File: src/rtl/nor_seq_pkg.sv
package nor_seq_pkg;

    typedef enum logic [2:0] {
        OP_RESET      = 3'd0,
        OP_READ_ID    = 3'd1,
        OP_PROGRAM    = 3'd2,
        OP_ERASE_BLK  = 3'd3,
        OP_ERASE_CHIP = 3'd4
    } op_e;

    typedef enum logic [2:0] {
        RES_OK      = 3'd0,
        RES_VPP     = 3'd1,
        RES_PROG    = 3'd2,
        RES_ERASE   = 3'd3,
        RES_LOCKED  = 3'd4,
        RES_TIMEOUT = 3'd5
    } result_e;

    typedef enum logic [4:0] {
        S_IDLE, S_RST0, S_ID_CMD, S_ID_RD, S_PRG_SETUP, S_PRG_DATA,
        S_LK_CMD, S_LK_RD, S_UL_SETUP, S_UL_CONF, S_UL_RST,
        S_CLR_PRE, S_ERS_SETUP, S_ERS_CONF, S_POLL_CMD, S_POLL_RD,
        S_CLR_POST, S_FIN, S_RESP
    } seq_state_e;

    localparam logic [7:0] CMD_ARRAY      = 8'hFF;
    localparam logic [7:0] CMD_IDENT      = 8'h90;
    localparam logic [7:0] CMD_PROG_SETUP = 8'h10;
    localparam logic [7:0] CMD_ERS_SETUP  = 8'h20;
    localparam logic [7:0] CMD_CONFIRM    = 8'hD0;
    localparam logic [7:0] CMD_LOCK_SETUP = 8'h60;
    localparam logic [7:0] CMD_STATUS     = 8'h70;
    localparam logic [7:0] CMD_CLR_STATUS = 8'h50;

    localparam int SR_READY   = 7;
    localparam int SR_ERASE   = 5;
    localparam int SR_PROG    = 4;
    localparam int SR_VPP     = 3;
    localparam int SR_LOCK    = 1;
    localparam int LOCK_WORD  = 2;

    function automatic result_e decode_status(input logic [7:0] sr, input logic erase_op);
        if (sr[SR_VPP])                    return RES_VPP;
        else if (sr[SR_PROG])              return RES_PROG;
        else if (erase_op && sr[SR_ERASE]) return RES_ERASE;
        else if (sr[SR_LOCK])              return RES_LOCKED;
        else                               return RES_OK;
    endfunction

endpackage

File: src/rtl/nor_bus_cycle.sv
module nor_bus_cycle #(
    parameter int AW         = 16,
    parameter int DW         = 16,
    parameter int SETUP_CYC  = 1,
    parameter int STROBE_CYC = 2,
    parameter int HOLD_CYC   = 1
) (
    input  logic          clk,
    input  logic          rst,
    input  logic          start,
    input  logic          rd,
    input  logic [AW-1:0] addr,
    input  logic [DW-1:0] wdata,
    output logic          done,
    output logic [DW-1:0] rdata,
    output logic [AW-1:0] fl_addr,
    output logic [DW-1:0] fl_dq_out,
    output logic          fl_dq_oe,
    input  logic [DW-1:0] fl_dq_in,
    output logic          fl_ce_n,
    output logic          fl_we_n,
    output logic          fl_oe_n
);
    localparam int MAX_A = (SETUP_CYC > STROBE_CYC) ? SETUP_CYC : STROBE_CYC;
    localparam int MAX_C = (MAX_A > HOLD_CYC) ? MAX_A : HOLD_CYC;
    localparam int CW    = $clog2(MAX_C + 1);

    typedef enum logic [1:0] {PH_IDLE, PH_SETUP, PH_STROBE, PH_HOLD} phase_e;

    phase_e        ph;
    logic [CW-1:0] cnt;
    logic          rd_q;

    assign done = (ph == PH_HOLD) && (cnt == CW'(HOLD_CYC - 1));

    always_ff @(posedge clk) begin
        if (rst) begin
            ph        <= PH_IDLE;
            cnt       <= '0;
            rd_q      <= 1'b0;
            rdata     <= '0;
            fl_addr   <= '0;
            fl_dq_out <= '0;
            fl_dq_oe  <= 1'b0;
            fl_ce_n   <= 1'b1;
            fl_we_n   <= 1'b1;
            fl_oe_n   <= 1'b1;
        end else begin
            case (ph)
                PH_IDLE: if (start) begin
                    ph        <= PH_SETUP;
                    cnt       <= '0;
                    rd_q      <= rd;
                    fl_addr   <= addr;
                    fl_dq_out <= wdata;
                    fl_dq_oe  <= !rd;
                    fl_ce_n   <= 1'b0;
                end
                PH_SETUP: if (cnt == CW'(SETUP_CYC - 1)) begin
                    ph      <= PH_STROBE;
                    cnt     <= '0;
                    fl_we_n <= rd_q;
                    fl_oe_n <= !rd_q;
                end else begin
                    cnt <= cnt + 1'b1;
                end
                PH_STROBE: if (cnt == CW'(STROBE_CYC - 1)) begin
                    ph      <= PH_HOLD;
                    cnt     <= '0;
                    fl_we_n <= 1'b1;
                    fl_oe_n <= 1'b1;
                    if (rd_q) rdata <= fl_dq_in;
                end else begin
                    cnt <= cnt + 1'b1;
                end
                default: if (done) begin
                    ph       <= PH_IDLE;
                    cnt      <= '0;
                    fl_ce_n  <= 1'b1;
                    fl_dq_oe <= 1'b0;
                end else begin
                    cnt <= cnt + 1'b1;
                end
            endcase
        end
    end


    no_dual_strobe_chk: assert property (@(posedge clk) disable iff (rst)
        !(!fl_we_n && !fl_oe_n));

    strobe_in_ce_chk: assert property (@(posedge clk) disable iff (rst)
        (!fl_we_n || !fl_oe_n) |-> !fl_ce_n);

    addr_hold_chk: assert property (@(posedge clk) disable iff (rst)
        (!fl_ce_n && $past(!fl_ce_n)) |-> $stable(fl_addr));

    start_when_free_chk: assert property (@(posedge clk) disable iff (rst)
        start |-> (ph == PH_IDLE));

endmodule

File: src/rtl/nor_poll_ctr.sv
module nor_poll_ctr #(
    parameter int LIMIT = 64
) (
    input  logic clk,
    input  logic rst,
    input  logic clear,
    input  logic tick,
    output logic expired
);
    localparam int CW = $clog2(LIMIT + 1);

    logic [CW-1:0] cnt;

    assign expired = (cnt == CW'(LIMIT - 1));

    always_ff @(posedge clk) begin
        if (rst || clear) cnt <= '0;
        else if (tick)    cnt <= cnt + 1'b1;
    end


    no_tick_past_limit_chk: assert property (@(posedge clk) disable iff (rst)
        tick |-> !expired);

endmodule

File: src/rtl/nor_cmd_seq.sv
module nor_cmd_seq
    import nor_seq_pkg::*;
#(
    parameter int AW         = 16,
    parameter int DW         = 16,
    parameter int BLK_AW     = 4,
    parameter int NUM_BLK    = 4,
    parameter int SETUP_CYC  = 1,
    parameter int STROBE_CYC = 2,
    parameter int HOLD_CYC   = 1,
    parameter int POLL_LIMIT = 64
) (
    input  logic          clk,
    input  logic          rst,
    input  logic          req_valid,
    input  logic [2:0]    req_op,
    input  logic [AW-1:0] req_addr,
    input  logic [DW-1:0] req_data,
    output logic          req_ready,
    output logic          rsp_valid,
    output logic [2:0]    rsp_status,
    output logic [DW-1:0] rsp_data,
    output logic [AW-1:0] fl_addr,
    output logic [DW-1:0] fl_dq_out,
    output logic          fl_dq_oe,
    input  logic [DW-1:0] fl_dq_in,
    output logic          fl_ce_n,
    output logic          fl_we_n,
    output logic          fl_oe_n
);
    localparam int BW = (NUM_BLK > 1) ? $clog2(NUM_BLK) : 1;

    seq_state_e    state;
    op_e           cur_op;
    result_e       result;
    logic [AW-1:0] cur_addr;
    logic [DW-1:0] cur_data;
    logic [DW-1:0] id_data;
    logic [BW-1:0] blk_idx;
    logic          launched;

    logic          bus_start, bus_rd, bus_done, use_data, in_bus;
    logic [7:0]    bus_cmd;
    logic [AW-1:0] bus_addr, blk_base, lock_addr, next_base;
    logic [DW-1:0] bus_wdata, bus_rdata;
    logic          poll_clear, poll_tick, poll_expired, is_erase, dev_ready;
    result_e       dev_result;

    assign blk_base   = {cur_addr[AW-1:BLK_AW], {BLK_AW{1'b0}}};
    assign lock_addr  = blk_base | AW'(LOCK_WORD);
    assign next_base  = AW'(blk_idx + 1'b1) << BLK_AW;
    assign is_erase   = (cur_op == OP_ERASE_BLK) || (cur_op == OP_ERASE_CHIP);
    assign dev_ready  = bus_rdata[SR_READY];
    assign dev_result = decode_status(bus_rdata[7:0], is_erase);

    always_comb begin
        bus_rd   = 1'b0;
        bus_addr = cur_addr;
        bus_cmd  = CMD_ARRAY;
        use_data = 1'b0;
        case (state)
            S_ID_CMD:    bus_cmd = CMD_IDENT;
            S_ID_RD:     bus_rd  = 1'b1;
            S_PRG_SETUP: bus_cmd = CMD_PROG_SETUP;
            S_PRG_DATA:  use_data = 1'b1;
            S_LK_CMD:    begin bus_addr = lock_addr; bus_cmd = CMD_IDENT; end
            S_LK_RD:     begin bus_addr = lock_addr; bus_rd = 1'b1; end
            S_UL_SETUP:  begin bus_addr = blk_base; bus_cmd = CMD_LOCK_SETUP; end
            S_UL_CONF:   begin bus_addr = blk_base; bus_cmd = CMD_CONFIRM; end
            S_UL_RST:    bus_addr = blk_base;
            S_CLR_PRE:   bus_cmd = CMD_CLR_STATUS;
            S_ERS_SETUP: bus_cmd = CMD_ERS_SETUP;
            S_ERS_CONF:  bus_cmd = CMD_CONFIRM;
            S_POLL_CMD:  bus_cmd = CMD_STATUS;
            S_POLL_RD:   bus_rd  = 1'b1;
            S_CLR_POST:  bus_cmd = CMD_CLR_STATUS;
            default:     ;
        endcase
    end

    assign bus_wdata  = use_data ? cur_data : DW'(bus_cmd);
    assign in_bus     = (state != S_IDLE) && (state != S_RESP);
    assign bus_start  = in_bus && !launched;
    assign poll_clear = bus_done && ((state == S_PRG_DATA) || (state == S_ERS_CONF));
    assign poll_tick  = bus_done && (state == S_POLL_RD) && !dev_ready && !poll_expired;

    assign req_ready  = (state == S_IDLE);
    assign rsp_valid  = (state == S_RESP);
    assign rsp_status = result;
    assign rsp_data   = id_data;

    always_ff @(posedge clk) begin
        if (rst) begin
            state    <= S_IDLE;
            cur_op   <= OP_RESET;
            result   <= RES_OK;
            cur_addr <= '0;
            cur_data <= '0;
            id_data  <= '0;
            blk_idx  <= '0;
            launched <= 1'b0;
        end else begin
            if (bus_start)     launched <= 1'b1;
            else if (bus_done) launched <= 1'b0;

            if (state == S_IDLE) begin
                if (req_valid) begin
                    cur_op   <= op_e'(req_op);
                    cur_addr <= (op_e'(req_op) == OP_ERASE_CHIP) ? '0 : req_addr;
                    cur_data <= req_data;
                    blk_idx  <= '0;
                    result   <= RES_OK;
                    id_data  <= '0;
                    state    <= S_RST0;
                end
            end else if (state == S_RESP) begin
                state <= S_IDLE;
            end else if (bus_done) begin
                case (state)
                    S_RST0: case (cur_op)
                        OP_RESET:   state <= S_RESP;
                        OP_READ_ID: state <= S_ID_CMD;
                        OP_PROGRAM: state <= S_PRG_SETUP;
                        default:    state <= S_LK_CMD;
                    endcase
                    S_ID_CMD:    state <= S_ID_RD;
                    S_ID_RD:     begin id_data <= bus_rdata; state <= S_FIN; end
                    S_PRG_SETUP: state <= S_PRG_DATA;
                    S_PRG_DATA:  state <= S_POLL_CMD;
                    S_LK_CMD:    state <= S_LK_RD;
                    S_LK_RD:     state <= bus_rdata[0] ? S_UL_SETUP : S_CLR_PRE;
                    S_UL_SETUP:  state <= S_UL_CONF;
                    S_UL_CONF:   state <= S_UL_RST;
                    S_UL_RST:    state <= S_CLR_PRE;
                    S_CLR_PRE:   state <= S_ERS_SETUP;
                    S_ERS_SETUP: state <= S_ERS_CONF;
                    S_ERS_CONF:  state <= S_POLL_CMD;
                    S_POLL_CMD:  state <= S_POLL_RD;
                    S_POLL_RD: begin
                        if (dev_ready) begin
                            result <= dev_result;
                            state  <= (dev_result == RES_OK && cur_op == OP_PROGRAM)
                                      ? S_CLR_POST : S_FIN;
                        end else if (poll_expired) begin
                            result <= RES_TIMEOUT;
                            state  <= S_FIN;
                        end else begin
                            state <= S_POLL_CMD;
                        end
                    end
                    S_CLR_POST: state <= S_FIN;
                    S_FIN: begin
                        if (cur_op == OP_ERASE_CHIP && result == RES_OK &&
                            blk_idx != BW'(NUM_BLK - 1)) begin
                            blk_idx  <= blk_idx + 1'b1;
                            cur_addr <= next_base;
                            state    <= S_RST0;
                        end else begin
                            state <= S_RESP;
                        end
                    end
                    default: state <= S_IDLE;
                endcase
            end
        end
    end

    nor_bus_cycle #(
        .AW(AW), .DW(DW), .SETUP_CYC(SETUP_CYC),
        .STROBE_CYC(STROBE_CYC), .HOLD_CYC(HOLD_CYC)
    ) u_bus (
        .clk(clk), .rst(rst), .start(bus_start), .rd(bus_rd),
        .addr(bus_addr), .wdata(bus_wdata), .done(bus_done), .rdata(bus_rdata),
        .fl_addr(fl_addr), .fl_dq_out(fl_dq_out), .fl_dq_oe(fl_dq_oe),
        .fl_dq_in(fl_dq_in), .fl_ce_n(fl_ce_n), .fl_we_n(fl_we_n), .fl_oe_n(fl_oe_n)
    );

    nor_poll_ctr #(.LIMIT(POLL_LIMIT)) u_poll (
        .clk(clk), .rst(rst), .clear(poll_clear), .tick(poll_tick), .expired(poll_expired)
    );


    rsp_pulse_chk: assert property (@(posedge clk) disable iff (rst)
        rsp_valid |=> !rsp_valid);

    take_drops_ready_chk: assert property (@(posedge clk) disable iff (rst)
        (req_ready && req_valid) |=> !req_ready);

    idle_bus_quiet_chk: assert property (@(posedge clk) disable iff (rst)
        req_ready |-> fl_ce_n);

    poll_not_ready_chk: assert property (@(posedge clk) disable iff (rst)
        (state == S_POLL_RD && bus_done && !dev_ready && !poll_expired) |=> state == S_POLL_CMD);

endmodule

File: config.mk
export PLATFORM = sky130hd
export DESIGN_NAME = nor_cmd_seq
export DESIGN_NICKNAME = d
export VERILOG_FILES = /design/src/rtl/nor_seq_pkg.sv /design/src/rtl/nor_bus_cycle.sv /design/src/rtl/nor_poll_ctr.sv /design/src/rtl/nor_cmd_seq.sv
export SDC_FILE = /design/constraint.sdc
export NUM_CORES = 1
export LEC_CHECK = 0
export ABC_AREA = 1
export BUFFER_PORTS_ARGS = -buffer_cell sky130_fd_sc_hd__buf_2
export CAP_MARGIN = 30
export CORE_ASPECT_RATIO = 0.9
export CORE_MARGIN = 1
export CORE_UTILIZATION = 40
export DETAILED_ROUTE_END_ITERATION = 10
export GPL_ROUTABILITY_DRIVEN = 0
export HOLD_SLACK_MARGIN = 0.03
export SYNTH_ARGS = -nofsm -noshare
export SYNTH_HDL_FRONTEND = slang
export SYNTH_SLANG_ARGS = --single-unit
File: constraint.sdc
create_clock -name clk -period 2.1 [get_ports clk]
set_input_delay 0.21 -clock clk [delete_from_list [all_inputs] [get_ports clk]]
set_output_delay 0.21 -clock clk [all_outputs]
set_load 0.02 [all_outputs]
==> impl_metrics.env <==
export IMPL_yosysTopAreaCellShare_pct=44.31
export IMPL_power_mw=10.35
export IMPL_clk_pin_slew_ps=50
export IMPL_setup_violations=0
export IMPL_cp_arrival_ps=2240
export IMPL_cts_sinks=126
export IMPL_status="complete, no violations"
export IMPL_slew_headroom_pct=53.05
export IMPL_antenna_found_initial=0
export IMPL_crit_fanout=17
export IMPL_cts_max_path_buffers=2
export IMPL_syn_num_nets=809
export IMPL_portBuffers=110
export IMPL_area_delta_synth_final_pct=25.01
export IMPL_p_leak_nw=3.048
export IMPL_max_freq_mhz=523.5
export IMPL_routed_wl_um=14770
export IMPL_start_util_pct=41.82
export IMPL_die_height_um=115.2
export IMPL_finalNetCount=929
export IMPL_finalCritPeriodShare_pct=90.96
export IMPL_vdd_ir_drop_max_uv=741.5
export IMPL_final_common_cell="nand2_1"
export IMPL_timing_final_ws_setup_ps=189.8
export IMPL_grt_pass1_wl_um=24520
export IMPL_wirelength_met1_um=6775
export IMPL_drive_gt1_share_pct=23.80
export IMPL_dieWidth_um=127.8
export IMPL_netlist_top_cells_area="dfxtp_1, nand2_1, a21oi_1"
export IMPL_clkLatencyLatePin_ps=420
export IMPL_syn_area_per_cell_um2=7.631
export IMPL_num_vias=5319
export IMPL_ys_seq_area_share_pct=44.31
export IMPL_placed_cells_incl_taps=1023
export IMPL_ys_flop_type="dfxtp_1"
export IMPL_dp_hpwl_um=10350
export IMPL_die_area_um2=14710
export IMPL_maxCapViolCount=0
export IMPL_rows=40
export IMPL_highest_layer="met4"
export IMPL_drv_slew=0
export IMPL_synth_top_cell_by_area="dfxtp_1"
export IMPL_power_density_nw_per_um2=1455
export IMPL_track_usage_pct=21.28
export IMPL_fp_coreArea_um2=13610
export IMPL_netlist_area_um2=5693
export IMPL_cts_tree="built"
export IMPL_layout_min_cycle_time_ps=1910
export IMPL_drc=0
export IMPL_pre_cts_slack_ps=239.5
export IMPL_hold_path_class="in -> reg"
export IMPL_rsz0062_at_grt="true"
export IMPL_ios=111
export IMPL_drtPass1Iterations=5
export IMPL_cp_start_kind="flip-flop"
export IMPL_drt_iter0_drc=303
export IMPL_cts_resized=0
export IMPL_wl_met3_um=951
export IMPL_viasPerCell=4.985
export IMPL_worstMarginPinSlew_ps=704.2
export IMPL_hold_ws_ps=44.41
export IMPL_routedWlPerCell_um=13.84
export IMPL_postRouteAntennaNets=0
export IMPL_rrSetupSlack_ps=190
export IMPL_end_kind="flip-flop"
export IMPL_synthArstFlopShare_pct=0
export IMPL_diodes=0
export IMPL_synth_seq_cells=126
export IMPL_synth_edf_count=0
export IMPL_finalHoldViolations=0
export IMPL_synth_warnings=0
export IMPL_most_common_layout_cells="nand2_1, dfxtp_1, buf_2"
export IMPL_wl_met2_um=6714
export IMPL_cts_max_level=4
export IMPL_worstPathRequired_ps=2430
export IMPL_postSynthCellCount=746
export IMPL_layout_cells_non_filler=1067
export IMPL_fin_util_pct=52.28
export IMPL_cts_buffers=17
export IMPL_cts_setup_buffers=0
export IMPL_skew_ps=9.872
export IMPL_overflow=0
export IMPL_yosysUniqueCellTypes=39
export IMPL_cts_root_buf="clkbuf_16"
export IMPL_critPathKind="reg -> reg"
export IMPL_grt_max_degree=56
export IMPL_grt_pass1_vias=5136
[cell usage after synthesis, types with 4 or more instances]
cell / count
clkbuf_1: 20
a21oi_1: 89
nor3_1: 10
nand2_4: 7
nor2_1: 82
inv_2: 7
buf_2: 6
nor2_2: 5
o21ai_0: 65
dfxtp_1: 126
inv_1: 63
nand2_1: 127
o21ai_1: 7
a21oi_2: 10
nand3_1: 52
buf_6: 5
ha_1: 9
nor2_4: 5
nor3b_1: 4
nand3_2: 11
[metal layers]
layer / global-route usage [%] / vias to the layer above
met5: 0 / -
met4: 9.725 / 0
met3: 6.049 / 22
met2: 33.99 / 150
met1: 26.72 / 2453
li1: - / 2694
[what timing repair did]
action                                  4_1_cts  5_1_grt
hold buffers                                 13        0
hold endpoints to repair                     13        0
endpoints found under the setup margin        0        1
[cells by family after synthesis]
family / synth area share, %
AND/OR/NAND/NOR: 27.03
XOR/XNOR: 0.4616
adder cells (fa/ha/maj): 1.978
AO/OA/AOI/OAI: 17.49
buffers and inverters: 8.725
flip-flops: 44.31
[worst max-delay path, stage by stage (launching register included)]
cell and delay, ps:
dfxtp_1 420, nor2_4 260, nand3_4 210, nand2_1 150, inv_2 70, nor2_8 110
nand2_4 160, inv_6 190, nand3_1 90, a21oi_1 150
[registers in the layout, indices dropped and copies added (netlist names), 2 cells and up]
register and flops:
state 5, u_poll.cnt 7, u_bus.rdata 16, u_bus.fl_dq_out 16, u_bus.fl_addr 16, u_bus.cnt 2
rsp_status 3, u_bus.ph 2, blk_idx 2, cur_data 16, rsp_data 16, cur_op 3
cur_addr 16
[power breakdown]
| part | internal, mW | switching (mW) | total (mW) |
|---|---|---|---|
| clock | 1.95 | 1.07 | 3.02 |
| combinational | 1.28 | 2.82 | 4.10 |
| sequential | 2.93 | 0.303 | 3.23 |
[per-stage QoR]
stage               setup TNS [ps]  area (um2)
floorplan                        0        5693
CTS                              0        7117
global placement                 0        6379
finish                           0        7117
global route                -14.57        7117
detailed placement               0        6379
[area by class of cell]
cell class	instances	area (um2)
Clock inverter	9	133.9
Multi-Input combinational cell	512	2674
Timing Repair Buffer	137	798.3
Clock buffer	22	474.2
Inverter	72	277.8
Fill cell	1332	6496
Tap cell	189	236.5
Sequential cell	126	2522
[path summary, 6_finish.rpt]
check	end	from	cells past startpoint
hold / removal	cur_addr[14]$_SDFFE_PP0P_	req_addr[14]	3
setup / recovery	rsp_data[2]$_SDFFE_PP0P_	state[3]$_SDFFE_PP0P_	9
hold reg to reg	u_poll.cnt[6]$_SDFFE_PP0P_	u_poll.cnt[6]$_SDFFE_PP0P_	2
setup reg to reg	rsp_data[2]$_SDFFE_PP0P_	state[3]$_SDFFE_PP0P_	9
(Power assumes the default switching activity.)
